==> src/rtl/vga_pattern_gen.sv <==
module vga_pattern_gen #(
  parameter int H_VIS  = 640,
  parameter int H_FP   = 16,
  parameter int H_SYNC = 96,
  parameter int H_BP   = 48,
  parameter int V_VIS  = 480,
  parameter int V_FP   = 10,
  parameter int V_SYNC = 2,
  parameter int V_BP   = 33
) (
  input  logic       clk,
  input  logic       rst_n,
  input  logic [7:0] mode_in,
  output logic [7:0] pack_out,
  output logic [7:0] red_o,
  output logic [7:0] grn_o,
  output logic [7:0] blu_o,
  output logic       hblank_o,
  output logic       vblank_o
);
  localparam int H_TOT = H_VIS + H_FP + H_SYNC + H_BP;
  localparam int V_TOT = V_VIS + V_FP + V_SYNC + V_BP;
  localparam int XW = $clog2(H_TOT);
  localparam int YW = $clog2(V_TOT);
  localparam logic [7:0] MODE_PASS = 8'h00;
  localparam logic [7:0] MODE_RAMP = 8'h10;
  localparam logic [7:0] MODE_XOR  = 8'h30;

  logic [XW-1:0] x_q;
  logic [YW-1:0] y_q;
  logic [7:0]    frame_q;
  logic [7:0]    mode_q;
  logic [31:0]   xs, ys;
  logic          line_end, active, hsync_n, vsync_n;

  assign xs       = 32'(x_q);
  assign ys       = 32'(y_q);
  assign line_end = xs == H_TOT - 1;

  always_ff @(posedge clk) begin
    if (!rst_n) begin
      mode_q  <= mode_in;
      x_q     <= '0;
      y_q     <= '0;
      frame_q <= '0;
    end else begin
      x_q <= line_end ? '0 : x_q + 1'b1;
      if (line_end) begin
        y_q <= (ys == V_TOT - 1) ? '0 : y_q + 1'b1;
        if (ys == V_VIS - 1) frame_q <= frame_q + 8'd1;
      end
    end
  end

  assign hblank_o = xs >= H_VIS;
  assign vblank_o = ys >= V_VIS;
  assign active   = !hblank_o && !vblank_o;
  assign hsync_n  = !(xs >= H_VIS + H_FP && xs < H_VIS + H_FP + H_SYNC);
  assign vsync_n  = !(ys >= V_VIS + V_FP && ys < V_VIS + V_FP + V_SYNC);

  always_comb begin
    red_o = '0;
    grn_o = '0;
    blu_o = '0;
    case (mode_q)
      MODE_PASS: begin
        red_o = mode_in;
        grn_o = mode_in;
        blu_o = mode_in;
      end
      MODE_RAMP: if (active) begin
        red_o = xs[7:0];
        grn_o = ys[7:0];
        blu_o = frame_q;
      end
      MODE_XOR: if (active) begin
        red_o = xs[7:0] ^ ys[7:0];
        grn_o = xs[8:1] ^ ys[7:0];
        blu_o = xs[7:0] ^ ys[8:1];
      end
      default: ;
    endcase
  end

  assign pack_out = {hsync_n, blu_o[6], grn_o[6], red_o[6],
                     vsync_n, blu_o[7], grn_o[7], red_o[7]};
endmodule


==> config.mk <==
export PLATFORM = sky130hd
export DESIGN_NAME = vga_pattern_gen
export DESIGN_NICKNAME = d
export VERILOG_FILES = /design/src/rtl/vga_pattern_gen.sv
export SDC_FILE = /design/constraint.sdc
export NUM_CORES = 1
export LEC_CHECK = 0
export ABC_AREA = 1
export CAP_MARGIN = 20
export CORE_ASPECT_RATIO = 0.9
export CORE_MARGIN = 3
export CORE_UTILIZATION = 45
export DETAILED_ROUTE_END_ITERATION = 10
export PLACE_DENSITY = 0.78
export SLEW_MARGIN = 10
export SYNTH_ARGS = -nofsm -noshare
export SYNTH_HDL_FRONTEND = slang
export SYNTH_SLANG_ARGS = --single-unit
export TNS_END_PERCENT = 1
==> constraint.sdc <==
create_clock -name clk -period 3.6 [get_ports clk]
set_clock_uncertainty 0.1 [all_clocks]
set_input_delay 0.72 -clock clk [delete_from_list [all_inputs] [get_ports clk]]
set_output_delay 0.72 -clock clk [all_outputs]
set_load 0.005 [all_outputs]
==> flow_summary.json <==
{
  "cts_resized": 0,
  "ys_types": 33,
  "fin_cells": 544,
  "crit_fanout": 14,
  "min_from": "x_q[9]$_SDFF_PP0_",
  "core.rowCount": 26,
  "setup.worst_path.end_class": "output port",
  "cp.arrival_ns": 2.48,
  "drv_cap": 0,
  "core_um2": 5890,
  "relSlewSlack_pct": 49.3,
  "placed_area_um2": 3190,
  "synth_cells": 436,
  "synth.avg_cell_area_um2": 6.54,
  "worstPathRequired_ns": 2.78,
  "cts_root_buf": "clkbuf_8",
  "layout_common_cells": "127 x nand2_1, 59 x nand3_1, 43 x clkdlybuf4s50_1",
  "grt_util_met1_pct": 27.2,
  "startpoint": "mode_q[1]$_DFFE_PN_",
  "critPathLaunchType": "register",
  "synth_nets": 451,
  "p_leak_nw": 1.42,
  "drc_errors": 0,
  "io_buffer_count": 43,
  "rsz0062_at_grt": "false",
  "final_common_cell": "nand2_1",
  "grt_max_degree": 21,
  "drtIter0Drc": 180,
  "crit_slowest_cell": "clkdlybuf4s50_1",
  "drv_slew": 0,
  "dp_hpwl_um": 5630,
  "die-width_um": 89.9,
  "fin_ws_ns": 0.302,
  "grt_use_met2_pct": 35.3,
  "timing.final.crit_share_pct": 91.6,
  "ant_nets": 0,
  "synthToLayoutAreaGrowth_pct": 15.4,
  "cts_setup_buffers": 0,
  "clkLatencyLatePin_ns": 0.29,
  "dp.cells": 534,
  "final_area_um2": 3290,
  "clock_sinks": 36,
  "routed_wl_um": 7460,
  "syn-cell-area_um2": 2850,
  "fin_nets": 474,
  "setup_viol": 0,
  "grt_overflow": 0,
  "dpl_worst_slack_ns": 0.558,
  "finalSetupTns_ns": 0,
  "gr-max-usage-layer": "met2",
  "path_class": "reg -> out",
  "fillerInstances": 567,
  "vias": 2818,
  "firstDrtPassIters": 4,
  "pin_count": 44,
  "finalHoldViolCount": 0,
  "p_per_area_nw_per_um2": 241,
  "yosysSeqAreaShare_pct": 28.1,
  "grt_first_pass_wirelength_um": 12500,
  "path_cells": "nor2_1, nand2_1, nor2_2, buf_4, nand2_1, nor2_2, nand3_1, nand2_1, clkdlybuf4s50_1",
  "avgRoutedWirePerCell_um": 13.7,
  "die_h_um": 81.5,
  "drive_gt1_share_pct": 8.26,
  "htreeDepth": 2,
  "min_period_ns": 3.30,
  "total_power_mw": 0.795,
  "via_per_inst": 5.18,
  "diodes": 0,
  "cts_buffers": 5,
  "hold_path_class": "reg -> reg",
  "gp_congestion": 0.910,
  "timing.fmax_mhz": 303,
  "postCtsHoldBufs": 0,
  "peakVddDrop_uv": 144,
  "antenna_found_initial": 0,
  "worst_pin_slew_ns": 0.760,
  "initial_core_util_pct": 48.4,
  "crit_path_frequent_cell": "nand2_1",
  "cts_tree": "built",
  "r2r_start": "x_q[0]$_SDFF_PP0_",
  "outcome": "finished clean",
  "clockBufferDepth": 2,
  "max_stage_delay_ns": 0.52,
  "yosys_register_bits": 36,
  "grt_pass1_vias": 2593,
  "grt_use_met3_pct": 4.12,
  "yosysWarnings": 0,
  "dieArea_um2": 7330,
  "grt_use_total_pct": 20.7,
  "clk_pin_slew_worst_paths_ns": 0.07
}
-- path summary, 6_finish.rpt --
path,cells past startpoint,to,slack [ns]
setup / recovery,9,red_o[5],0.30
hold / removal,2,x_q[9]$_SDFF_PP0_,0.40
hold reg to reg,2,x_q[9]$_SDFF_PP0_,0.40
setup reg to reg,8,y_q[2]$_SDFFE_PN0P_,1.46
-- worst max-delay path, delay by kind of cell, from the launching register on --
| family | cells | cell delay, ns |
|---|---|---|
| buffers and inverters | 2 | 0.71 |
| flip-flops | 1 | 0.36 |
| AND/OR/NAND/NOR | 7 | 1.11 |
-- synth_stat cells --
cell	number	share of area, %
nand3_2	1	0.35
o21ai_1	15	2.6
nor3_4	1	0.57
nand2_2	5	1.1
nor2_8	2	1.4
nor3_1	6	1.1
nor3_2	1	0.35
xnor2_1	8	2.5
o211ai_1	1	0.26
nand3_4	2	1.2
nand2_1	127	17
xor2_1	10	3.1
o21ai_0	11	1.9
nor2_2	5	1.1
ha_1	5	2.2
inv_2	9	1.2
edfxtp_1	8	8.4
nand4_1	7	1.5
clkbuf_1	4	0.53
o22ai_1	1	0.22
nor4_1	1	0.22
nor2_4	2	0.79
buf_2	7	1.2
nor3b_1	2	0.53
nor2_1	33	4.3
buf_6	4	1.6
inv_1	37	4.9
nand3b_1	3	0.79
nand3_1	59	10
buf_4	15	3.9
dfxtp_1	28	20
nor4_4	1	0.75
a21oi_1	15	2.6
-- report_power, final --
group / switching (mW) / total (mW) / internal (mW)
clock network: 0.143 / 0.299 / 0.156
logic: 0.0382 / 0.0612 / 0.0230
registers: 0.0115 / 0.435 / 0.423
-- area by class of cell --
type	instances	area, um2	share of cell area (%)
Clock buffer	8	90.1	2.74
Multi-Input combinational cell	324	1670	50.7
Inverter	46	173	5.25
Timing Repair Buffer	46	453	13.8
Sequential cell	36	801	24.3
Tap cell	84	105	3.19
-- layer usage --
metal | part of all wire (%) | wire [um] | up-vias
li1 | - | - | 1444
met1 | 47 | 3500 | 1272
met2 | 46 | 3430 | 92
met3 | 6.0 | 445 | 10
met4 | 1.2 | 88 | 0
met5 | 0 | 0 | -
-- cells by family (layout without fill, tap and decap cells) --
family / after synthesis / after routing / synth area share [%]
xor gates and xnor gates: 18 / 18 / 5.53
AOI/OAI and AO/OA: 43 / 43 / 7.68
buffers and inverters: 76 / 100 / 13.3
and+or+nand+nor: 258 / 258 / 43.2
adders and majority gates: 5 / 5 / 2.19
DFF: 36 / 36 / 28.1
-- flip-flops by register name, summed over array words and instances, names as in the netlist --
| name | flops |
|---|---|
| x_q | 10 |
| mode_q | 8 |
| y_q | 10 |
| frame_q | 8 |
-- through the flow --
step           utilization (%)  hold slack (ns)
2_1_floorplan                -            0.364
3_3_place_gp              54.1            0.384
3_5_place_dp              54.1            0.402
4_1_cts                   55.7            0.413
5_1_grt                   55.9            0.443
6_report                  55.9            0.405
Note: power is estimated with default switching activity, not from simulation.
